`config.mk`:
```
export PLATFORM = sky130hd
export DESIGN_NAME = rtc_bcd_core
export DESIGN_NICKNAME = d
export VERILOG_FILES = /design/src/rtl/rtc_core_pkg.sv /design/src/rtl/rtc_subsec_div.sv /design/src/rtl/rtc_time_adv.sv /design/src/rtl/rtc_user_copy.sv /design/src/rtl/rtc_bcd_core.sv
export SDC_FILE = /design/constraint.sdc
export NUM_CORES = 1
export LEC_CHECK = 0
export CORE_MARGIN = 8
export CORE_UTILIZATION = 24
export CTS_CLUSTER_DIAMETER = 150
export DETAILED_ROUTE_END_ITERATION = 7
export DONT_BUFFER_PORTS = 1
export HOLD_SLACK_MARGIN = 0.1
export PLACE_DENSITY = 0.39
export SLEW_MARGIN = 20
export SYNTH_ARGS = -nofsm -noshare
export SYNTH_HDL_FRONTEND = slang
export SYNTH_SLANG_ARGS = --single-unit
```
`constraint.sdc`:
```
create_clock -name clk -period 9.7 [get_ports clk]
set_input_delay 0.485 -clock clk [delete_from_list [all_inputs] [get_ports clk]]
set_output_delay 0.485 -clock clk [all_outputs]
set_load 0.1 [all_outputs]
```
`src/rtl/rtc_core_pkg.sv`:
```
`timescale 1ns/1ps
package rtc_core_pkg;

  localparam int NUM_BYTES = 8;
  localparam int AW        = $clog2(NUM_BYTES);

  typedef struct packed {
    logic [7:0] hs;
    logic       stop;
    logic [6:0] sec;
    logic [6:0] min;
    logic       cen_en;
    logic       cen;
    logic [5:0] hr;
    logic [2:0] dow;
    logic [5:0] date;
    logic [4:0] mon;
    logic [7:0] yr;
  } rtc_time_t;

  localparam rtc_time_t RTC_RESET = '{hs: 8'h00, stop: 1'b0, sec: 7'h00, min: 7'h00,
                                      cen_en: 1'b0, cen: 1'b0, hr: 6'h00, dow: 3'd1,
                                      date: 6'h01, mon: 5'h01, yr: 8'h00};

  // {wrapped, next}: BCD increment, wrapping to 'first' at or beyond 'last'
  function automatic logic [8:0] bcd_roll(input logic [7:0] v, input logic [7:0] last,
                                          input logic [7:0] first);
    if (v >= last)          return {1'b1, first};
    else if (v[3:0] >= 4'd9) return {1'b0, v[7:4] + 4'd1, 4'd0};
    else                    return {1'b0, v[7:4], v[3:0] + 4'd1};
  endfunction

  function automatic logic [7:0] month_last(input logic [4:0] mon, input logic [7:0] yr);
    logic [6:0] ybin;
    ybin = yr[7:4] * 7'd10 + {3'b000, yr[3:0]};
    case (mon)
      5'h02:                      return (ybin[1:0] == 2'b00) ? 8'h29 : 8'h28;
      5'h04, 5'h06, 5'h09, 5'h11: return 8'h30;
      default:                    return 8'h31;
    endcase
  endfunction

  function automatic logic [7:0] byte_of(input rtc_time_t t, input logic [AW-1:0] idx);
    case (idx)
      3'd0:    return t.hs;
      3'd1:    return {t.stop, t.sec};
      3'd2:    return {1'b0, t.min};
      3'd3:    return {t.cen_en, t.cen, t.hr};
      3'd4:    return {5'b00000, t.dow};
      3'd5:    return {2'b00, t.date};
      3'd6:    return {3'b000, t.mon};
      default: return t.yr;
    endcase
  endfunction

  function automatic rtc_time_t apply_write(input rtc_time_t t, input logic [AW-1:0] idx,
                                            input logic [7:0] d);
    rtc_time_t r;
    r = t;
    case (idx)
      3'd1: begin r.stop = d[7]; r.sec = d[6:0]; end
      3'd2: r.min = d[6:0];
      3'd3: begin r.cen_en = d[7]; r.cen = d[6]; r.hr = d[5:0]; end
      3'd4: r.dow = d[2:0];
      3'd5: r.date = d[5:0];
      3'd6: r.mon = d[4:0];
      3'd7: r.yr = d;
      default: ;
    endcase
    r.hs = 8'h00;
    return r;
  endfunction

endpackage

```
`src/rtl/rtc_subsec_div.sv`:
```
`timescale 1ns/1ps
module rtc_subsec_div #(
  parameter int DIV_RATIO = 4
) (
  input  logic clk,
  input  logic rst_n,
  input  logic tick,
  input  logic run,
  input  logic clear,
  output logic step
);
  generate
    if (DIV_RATIO <= 1) begin : g_direct
      assign step = tick && run && !clear;
    end else begin : g_count
      localparam int CW = $clog2(DIV_RATIO);
      localparam logic [CW-1:0] LAST = CW'(DIV_RATIO - 1);
      logic [CW-1:0] cnt;

      always_ff @(posedge clk) begin
        if (!rst_n)           cnt <= '0;
        else if (clear)       cnt <= '0;
        else if (tick && run) cnt <= (cnt == LAST) ? '0 : cnt + 1'b1;
      end

      assign step = tick && run && !clear && (cnt == LAST);
    end
  endgenerate
endmodule

```
`src/rtl/rtc_time_adv.sv`:
```
`timescale 1ns/1ps
module rtc_time_adv
  import rtc_core_pkg::*;
(
  input  rtc_time_t cur,
  output rtc_time_t nxt
);
  logic [8:0] r_hs, r_sec, r_min, r_hr, r_dow, r_date, r_mon, r_yr;

  always_comb begin
    nxt    = cur;
    r_hs   = bcd_roll(cur.hs, 8'h99, 8'h00);
    r_sec  = bcd_roll({1'b0, cur.sec}, 8'h59, 8'h00);
    r_min  = bcd_roll({1'b0, cur.min}, 8'h59, 8'h00);
    r_hr   = bcd_roll({2'b00, cur.hr}, 8'h23, 8'h00);
    r_dow  = bcd_roll({5'b00000, cur.dow}, 8'h07, 8'h01);
    r_date = bcd_roll({2'b00, cur.date}, month_last(cur.mon, cur.yr), 8'h01);
    r_mon  = bcd_roll({3'b000, cur.mon}, 8'h12, 8'h01);
    r_yr   = bcd_roll(cur.yr, 8'h99, 8'h00);

    nxt.hs = r_hs[7:0];
    if (r_hs[8]) begin
      nxt.sec = r_sec[6:0];
      if (r_sec[8]) begin
        nxt.min = r_min[6:0];
        if (r_min[8]) begin
          nxt.hr = r_hr[5:0];
          if (r_hr[8]) begin
            nxt.dow  = r_dow[2:0];
            nxt.date = r_date[5:0];
            if (r_date[8]) begin
              nxt.mon = r_mon[4:0];
              if (r_mon[8]) begin
                nxt.yr = r_yr[7:0];
                if (r_yr[8] && cur.cen_en) nxt.cen = ~cur.cen;
              end
            end
          end
        end
      end
    end
  end
endmodule

```
`src/rtl/rtc_user_copy.sv`:
```
`timescale 1ns/1ps
module rtc_user_copy
  import rtc_core_pkg::*;
(
  input  logic      clk,
  input  logic      rst_n,
  input  logic      load,
  input  rtc_time_t src,
  output rtc_time_t q
);
  always_ff @(posedge clk) begin
    if (!rst_n)    q <= RTC_RESET;
    else if (load) q <= src;
  end
endmodule

```
`src/rtl/rtc_bcd_core.sv`:
```
`timescale 1ns/1ps
module rtc_bcd_core
  import rtc_core_pkg::*;
#(
  parameter int DIV_RATIO = 4
) (
  input  logic          clk,
  input  logic          rst_n,
  input  logic          tick,
  input  logic          wr_en,
  input  logic [AW-1:0] wr_addr,
  input  logic [7:0]    wr_data,
  input  logic [AW-1:0] rd_addr,
  output logic [7:0]    rd_data,
  input  logic          hold,
  input  logic          power_fail,
  input  logic          halt_clr,
  output logic          halted
);
  rtc_time_t int_q, int_d, int_adv, usr_q;
  logic      step, halt_q, usr_load;

  rtc_subsec_div #(.DIV_RATIO(DIV_RATIO)) u_div (
    .clk(clk), .rst_n(rst_n), .tick(tick), .run(!int_q.stop),
    .clear(wr_en), .step(step)
  );

  rtc_time_adv u_adv (.cur(int_q), .nxt(int_adv));

  always_comb begin
    if (wr_en)     int_d = apply_write(int_q, wr_addr, wr_data);
    else if (step) int_d = int_adv;
    else           int_d = int_q;
  end

  always_ff @(posedge clk) begin
    if (!rst_n) int_q <= RTC_RESET;
    else        int_q <= int_d;
  end

  always_ff @(posedge clk) begin
    if (!rst_n)          halt_q <= 1'b0;
    else if (power_fail) halt_q <= 1'b1;
    else if (halt_clr)   halt_q <= 1'b0;
  end

  assign usr_load = wr_en || (tick && !hold && !halt_q && !power_fail);

  rtc_user_copy u_usr (
    .clk(clk), .rst_n(rst_n), .load(usr_load), .src(int_d), .q(usr_q)
  );

  assign rd_data = byte_of(usr_q, rd_addr);
  assign halted  = halt_q;
endmodule

```
Word-level counts from Yosys, hierarchy flattened --
Index checks and enable logic that the tools add are counted.
Cells by class: equal/unequal tests 19, $lt $le $gt $ge 16, $mul 1, mux-type cells 43, shifts and indexed selects 0, reductions and logical operators 18, divide/modulo/power cells 0, bitwise gates (word level) 2, add/sub/neg operators 17
Operator list (count):
- 53-bit 2-to-1 mux | 2
- 8-bit 2-to-1 mux | 11
- 29-bit 2-to-1 mux | 3
- 9-bit 2-to-1 mux | 7
- 8-bit case mux with 7 select lines | 1
- 4-bit by 1-bit adder with 4-bit output, second input constant | 9
- 4-bit greater-or-equal comparator, second input constant | 7
- 22-bit 2-to-1 mux | 1
- 3-bit == test, second input constant | 7
- 8-bit greater-or-equal comparator, second input constant | 2
- 8-bit case mux with 2 select lines | 1
- 7-bit greater-or-equal comparator, second input constant | 2
- 14-bit 2-to-1 mux | 1
- 7-bit 2-to-1 mux | 2
- 13-bit 2-to-1 mux | 1
- 3-bit by 2-bit == test with 1-bit output, second input constant | 4
- 5-bit by 3-bit == test with 1-bit output, second input constant | 2
- 3-bit 2-to-1 mux | 3
- 3-bit by 1-bit adder with 4-bit output, second input constant | 2
- 6-bit by 8-bit greater-or-equal comparator with 1-bit output | 1
- 1-bit logical AND | 7
- 1-bit 2-to-1 mux | 7
- 2-bit by 1-bit adder with 3-bit output, second input constant | 2
- 3-bit by 1-bit == test with 1-bit output, second input constant | 2
- 24 further kinds | 29
Storage, ports and cells: bits in registers 109, input bits 21, memory bits (writable) 0, memory bits (read-only) 0, latch bits 0, memories 0

Longest topological paths before layout --
Gate-level depths: netlist (run 1).
depth after elaboration 14, depth in mapped cells 14

By module --
A second synthesis (run 1) with hierarchy kept.
Unflattened totals: cells, all modules 881, area, all modules 7686.1 sq um
Modules (own cells, without submodules):
- rtc_bcd_core | area each 3643.5 sq um, sequential area each 1081.0 sq um, cells an instance 418, times used 1
- rtc_user_copy | area each 2020.7 sq um, sequential area each 1061.0 sq um, cells an instance 170, times used 1
- rtc_time_adv | area each 1905.6 sq um, sequential area each 0.0 sq um, cells an instance 282, times used 1
- rtc_subsec_div | area each 116.4 sq um, sequential area each 40.0 sq um, cells an instance 11, times used 1

Worst setup path after synthesis (run 1) --
Ideal clock, no wire load.
path kind input-to-output, start point in rd_addr[2], end point out rd_data[7], buffers on the path 2, arrival time 2.917 ns, slack 6.298 ns, cell stages on the path 6, cell sequence clkbuf_1 -> clkbuf_1 -> o21ai_0 -> a21oi_1 -> o21ai_0 -> a21oi_1
Between the ends: longest elaborated chain between the ends 2, elaborated cells on any way between the ends 8, classes of those cells 6 x eq/ne; 1 x mux; 1 x reduce/logical
Ends and longest elaborated chain:
- start: declaration | line rtc_bcd_core.sv:13 | input logic [AW-1:0] rd_addr,
- 3-bit == test (tied with other cells) | line rtc_core_pkg.sv:44 | case (idx)
- 8-bit case mux with 7 select lines * | line rtc_core_pkg.sv:44
- end: declaration | line rtc_bcd_core.sv:14 | output logic [7:0] rd_data,
Every way passes the cells marked *; elsewhere a longest branch is shown, timed or not.

Worst setup path after layout (run 1) --
start point reg int_q[8] (netlist name), end point reg u_usr.q[1] (netlist name)
Between the ends: longest elaborated chain between the ends 12, elaborated cells on any way between the ends 19, classes of those cells 2 x order compare; 5 x eq/ne; 11 x mux; 1 x reduce/logical
Ends and longest elaborated chain:
- start: declaration | line rtc_bcd_core.sv:20 | rtc_time_t int_q, int_d, int_adv, usr_q;
- start signal: assignment | line rtc_bcd_core.sv:38 | else int_q <= int_d;
- 5-bit by 3-bit == test with 1-bit output (tied with other cells) | line rtc_core_pkg.sv:36 | case (mon)
- 4-bit OR reduction | line rtc_core_pkg.sv:36
- 8-bit case mux with 2 select lines | line rtc_core_pkg.sv:36
- 6-bit by 8-bit greater-or-equal comparator with 1-bit output | line rtc_core_pkg.sv:28 | if (v >= last) return {1'b1, first};
- 9-bit 2-to-1 mux | line rtc_core_pkg.sv:28
- 13-bit 2-to-1 mux * | line rtc_time_adv.sv:31 | if (r_date[8]) begin
- 22-bit 2-to-1 mux * | line rtc_time_adv.sv:28 | if (r_hr[8]) begin
- 29-bit 2-to-1 mux * | line rtc_time_adv.sv:26 | if (r_min[8]) begin
- 29-bit 2-to-1 mux * | line rtc_time_adv.sv:24 | if (r_sec[8]) begin
- 29-bit 2-to-1 mux * | line rtc_time_adv.sv:22 | if (r_hs[8]) begin
- 53-bit 2-to-1 mux * | line rtc_bcd_core.sv:32 | else if (step) int_d = int_adv;
- 53-bit 2-to-1 mux * | line rtc_bcd_core.sv:31 | if (wr_en) int_d = apply_write(int_q, wr_addr, wr_data);
- end signal: assignment | line rtc_user_copy.sv:13 | else if (load) q <= src;
- end: declaration | line rtc_user_copy.sv:9 | output rtc_time_t q
Marks and branches as above. A chain may end at the register's enable or synchronous reset.

==> results.cfg, run 1 <==
[sta]
worst_slew_pin_slew_ps = 1139
rsz0062_at_grt = false
slew_headroom_pct = 24.00
whs_ps = 235.8
setup_viol = 0
timing.setup.tns_ps = 0
hold_viol = 0
fin_crit_sh_pct = 40.82
maxSlewViolCount = 0
skew_ps = 14.23
fmax_mhz = 252.6
period_needed_ps = 3959

[placement]
place_inst = 1132
routabilityCongestion = 0.7998
post-dp-hpwl_um = 17600
dpl-instance-area_um2 = 7013
io_buffer_count = 0

[logic_synthesis]
syn_area_um2 = 6639
synth_edf_count = 0
synth-main-ff-cell = dfxtp_1
ys_seq_area_share_pct = 32.87
synth_area_per_cell_um2 = 8.047
ys_seq_elements = 109
async_flop_share_pct = 0
ys_types = 75
syn_nets = 884
yosysWarnings = 0
synth_cells = 825

[setup_path]
critical_path_class = reg -> reg
crit_path_start_kind = register
critPathRequiredTime_ps = 9980
cp-end-kind = register
cp.arrival_ps = 4240
crit_fanout = 7

[worst_hold_path]
hp-class = in -> reg

[route]
dr.first_iter.drc_count = 452
ant_nets = 0
wirelength_um = 25270
drc = 0
post_drt_wl_per_cell_um = 22.01
viasPerCell = 5.366
via_count = 6160
drt_first_pass_iters = 5

[floorplan]
dieArea_um2 = 33240
row_count = 61
start_util_pct = 24.16
die_w_um = 182.3
die_h_um = 182.3
coreArea_um2 = 27480
io_pins = 30

[global_routing]
grt_max_degree = 67
grt_pass1_wl_um = 38570
antenna_found_initial = 0
overflow = 0
track_usage_pct = 15.33
grt_pass1_vias = 5992

[cts]
cts_tree = done
clk_pin_slew_ps = 80
cts_hold_buf = 0
clock_latency_ps = 370
clockBufferDepth = 2
post-cts-setup-buffer-count = 0
cts_resized = 0
cts_buffers = 9
clock_sinks = 109
cts_max_level = 3
clock-root-buffer = clkbuf_16

[power]
p_per_area_nw_per_um2 = 146.2
power_mw = 1.073
peakVddDrop_v = 0.00008169
p_leak_nw = 2.788

[run_status]
status = finished clean

[finish]
fillers = 2974
layout_common_cells = dfxtp_1, nor2_1, a21oi_1
design_area_um2 = 7341
nNetsFinal = 856
final_common_cell = dfxtp_1
layout-drive-gt1-share_pct = 8.603
diodes = 0
area_growth_pct = 10.57
instances_no_fill = 1148

[flow_run]
maxCapViolations = 0
## registers in the layout (all words and copies together), names as in the netlist
name               flops
u_div.g_count.cnt      2
u_usr.q               53
halted                 1
int_q                 53
## cell families after synthesis
family                   after synthesis  synth area share, %
AO/OA/AOI/OAI                        279                26.67
multiplexers                          49                8.104
flip-flops                           109                32.87
buffers and inverters                 85                4.844
adder cells (fa/ha/maj)               38                7.162
XOR/XNOR                               8                1.055
AND/OR/NAND/NOR                      257                19.30
## cells in the mapped netlist (3+ instances only)
library cell / count / share of area (%)
dfxtp_1: 109 / 33
a21oi_1: 81 / 6.1
nor2_1: 79 / 4.5
o21ai_0: 73 / 5.5
nand2_1: 58 / 3.3
clkbuf_1: 44 / 2.5
ha_1: 38 / 7.2
inv_1: 33 / 1.9
mux2i_1: 29 / 4.4
nand3_1: 24 / 1.8
a211oi_1: 21 / 2.4
nor3_1: 21 / 1.6
mux2_2: 18 / 3.1
a31oi_1: 15 / 1.4
and3_1: 12 / 1.1
o21a_1: 9 / 1.0
or3_1: 9 / 0.85
nand3b_1: 8 / 0.90
nand4_1: 8 / 0.75
o31ai_1: 8 / 0.90
a221oi_1: 7 / 0.92
nand2b_1: 6 / 0.57
o22ai_1: 6 / 0.57
xor2_1: 6 / 0.79
a21o_1: 5 / 0.57
buf_1: 5 / 0.28
nor2b_1: 5 / 0.47
nor3b_1: 5 / 0.57
a22oi_1: 4 / 0.45
o31a_1: 4 / 0.53
o41ai_1: 4 / 0.53
a21boi_0: 3 / 0.34
a41oi_1: 3 / 0.40
o21bai_1: 3 / 0.34
o2bb2ai_1: 3 / 0.40
o311a_1: 3 / 0.45
or3b_2: 3 / 0.40
## worst max-delay path: stages, from the launching register on
cell      delay [ps]
dfxtp_1          370
inv_1            120
ha_1             220
nor4b_1          500
o21ai_0          210
o21ai_0          120
a31oi_1           70
ha_1             280
or4b_2           650
a22oi_1          290
nor3_1           180
nand2_1          290
mux2_2           390
a211oi_1         210
## worst paths after layout
check,from,endpoint,slack [ps],cells past startpoint
setup reg to reg,int_q[8],u_usr.q[1],5740,13
hold / removal,power_fail,halted,240,2
setup / recovery,int_q[8],u_usr.q[1],5740,13
hold reg to reg,u_usr.q[49],u_usr.q[49],470,2
## per-layer routing
metal  GRT usage, %  share of wire (%)
met1          20.53                 46
met4          5.576                2.0
met3          2.684                5.3
met2          24.32                 46
met5              0                  0
## metrics by stage
step	worst slack, ps	util (%)
floorplan	6298	-
global placement	5984	25.50
detailed placement	5827	25.52
CTS	5763	26.72
global route	5374	26.72
finish	5741	26.72
## final cells by class
class / instances / area (µm²) / area share (%)
tap: 346 / 432.9 / 5.897
clock buffer: 9 / 225.2 / 3.068
clock inverter: 7 / 102.6 / 1.398
multi-input combinational: 631 / 4180 / 56.95
timing repair buffer: 12 / 90.09 / 1.227
inverter: 34 / 127.6 / 1.739
sequential: 109 / 2182 / 29.73
## where the power goes
| part | internal, mW | switching (mW) |
|---|---|---|
| Sequential | 0.470 | 0.0272 |
| Combinational | 0.0532 | 0.0978 |
| Clock | 0.231 | 0.194 |
No activity file was read; power rests on OpenSTA's default activity.
==> inputs of run 2 (changes only) <==
PLACE_DENSITY = 0.4   (was 0.39)
clock period = 3.3 ns   (was 9.7 ns; I/O delays follow)
==> results.cfg, run 2 (same netlist as run 1, synthesis figures left out) <==
[finish]
final_common_cell = dfxtp_1
layout-drive-gt1-share_pct = 13.02
multi_input_area_um2 = 4229
layout_common_cells = dfxtp_1, nor2_1, a21oi_1
area_growth_pct = 16.62
nNetsFinal = 899
instances_no_fill = 1192
reg_top3 = int_q: 53 flops, u_usr.q: 53 flops, u_div.g_count.cnt: 2 flops
fillers = 2998
regArea_um2 = 2183
design_area_um2 = 7742

[sta]
period_needed_ps = 3122
setup_viol = 0
hold_viol = 0
fmax_mhz = 320.3
skew_ps = 13.84
worst_slew_pin_slew_ps = 923.5
rsz0062_at_grt = false
maxSlewViolCount = 0
timing.final.ws_setup_ps = 178.4
slew_headroom_pct = 38.16
fin_crit_sh_pct = 94.60

[cts]
clock-root-buffer = clkbuf_16
clockBufferDepth = 2
clock_latency_ps = 370
cts_max_level = 3
clock_sinks = 109
cts_buffers = 9
clk_pin_slew_ps = 80
cts_tree = done

[setup_path]
critPathRequiredTime_ps = 3600
r2r_start = int_q[8]
regToRegEndpoint = u_usr.q[15]
critical_path_class = reg -> reg
crit_chain = inv_1 > ha_1 > nor2_1 > nor3_1 > a31oi_1 > o21ai_0 > a31oi_1 > ha_1 > or4b_4 > a22o_1 > or4_1 > o21ai_1 > a31oi_1 > a21oi_1
cp_common_cell = a31oi_1
crit_fanout = 3
r2r_cells = 14
max_stage_delay_ps = 520
crit_path_start_kind = register
cpMaxStageDelayCell = or4b_4
cp-end-kind = register
rrSetupSlack_ps = 180
cp.arrival_ps = 3430

[worst_hold_path]
hp-class = in -> reg
hold_path.startpoint = wr_data[2]
worstHoldPathCells = 4
min_to = int_q[10]

[power]
p_per_area_nw_per_um2 = 406.8
peakVddDrop_v = 0.0002345
power_mw = 3.149
p_leak_nw = 2.990

[placement]
place_worst_setup_slack_ps = -73.06
io_buffer_count = 0
routabilityCongestion = 0.8023
dpl-instance-area_um2 = 7234
post-dp-hpwl_um = 17830
place_inst = 1162

[floorplan]
coreArea_um2 = 27480
row_count = 61
dieArea_um2 = 33240
die_h_um = 182.3
start_util_pct = 24.16
die_w_um = 182.3
io_pins = 30

[route]
drc = 0
wirelength_um = 25910
via_count = 6334
post_drt_wl_per_cell_um = 21.73
viasPerCell = 5.314
dr.first_iter.drc_count = 534
ant_nets = 0
drt_first_pass_iters = 5

[flow_run]
maxCapViolations = 0

[global_routing]
grt_pass1_vias = 6109
grt_max_degree = 45
overflow = 0
antenna_found_initial = 0
grt_pass1_wl_um = 39080
track_usage_pct = 15.53

[run_status]
status = finished clean
==> run 2: worst max-delay path: cells and delay by family (launching register included) <==
| kind | cells | cell delay, ps |
|---|---|---|
| flops | 1 | 330 |
| simple gates | 4 | 1140 |
| compound gates | 7 | 1050 |
| fa+ha+maj | 2 | 470 |
| buf+inv | 1 | 70 |
==> run 2: layer usage <==
layer | up-vias | global-route usage, % | routed length (µm)
li1 | 3076 | - | -
met2 | 137 | 24.88 | 11760
met1 | 3103 | 20.93 | 12560
met3 | 18 | 2.963 | 1198
met5 | - | 0 | 0
met4 | 0 | 4.362 | 390
==> run 2: through the flow <==
step	hold slack (ps)	setup TNS, ps	util (%)
floorplan	282.4	0	-
global placement	262.0	-32.55	26.33
detailed placement	262.1	-142.3	26.33
CTS	103.3	0	28.03
global route	124.0	0	28.17
finish	112.4	0	28.18
==> run 2: power breakdown <==
part           total [mW]  switching (mW)  internal [mW]
Clock                1.18           0.579          0.601
Sequential           1.45          0.0715           1.38
Combinational       0.517           0.331          0.186
Total                3.15           0.981           2.17
==> run 2: worst max-delay path by stage <==
stage          slack [ps]  startpoint  cells after the start           to
6_report              180    int_q[8]                     14  u_usr.q[15]
5_1_grt                10    int_q[8]                     14  u_usr.q[15]
4_1_cts                 1    int_q[9]                     14  u_usr.q[15]
3_5_place_dp          -70    int_q[8]                     13   u_usr.q[7]
3_3_place_gp          -20    int_q[8]                     14   u_usr.q[7]
2_1_floorplan         100    int_q[8]                     14   u_usr.q[1]
==> run 2: repair_timing <==
item	CTS	global route
endpoints found under the setup margin	6	28
resized for setup	4	10
endpoints found under the hold margin	82	0
hold buffers	12	0
pin swaps	0	5
buffers inserted	0	1
==> run 2: area by class of cell <==
type,count,share of cell area [%]
sequential,109,28.20
clock inverter,7,1.018
tap,346,5.591
inverter,34,1.648
antenna,1,0.03232
multi-input combinational,631,54.62
clock buffer,9,2.909
timing repair buffer,55,5.979
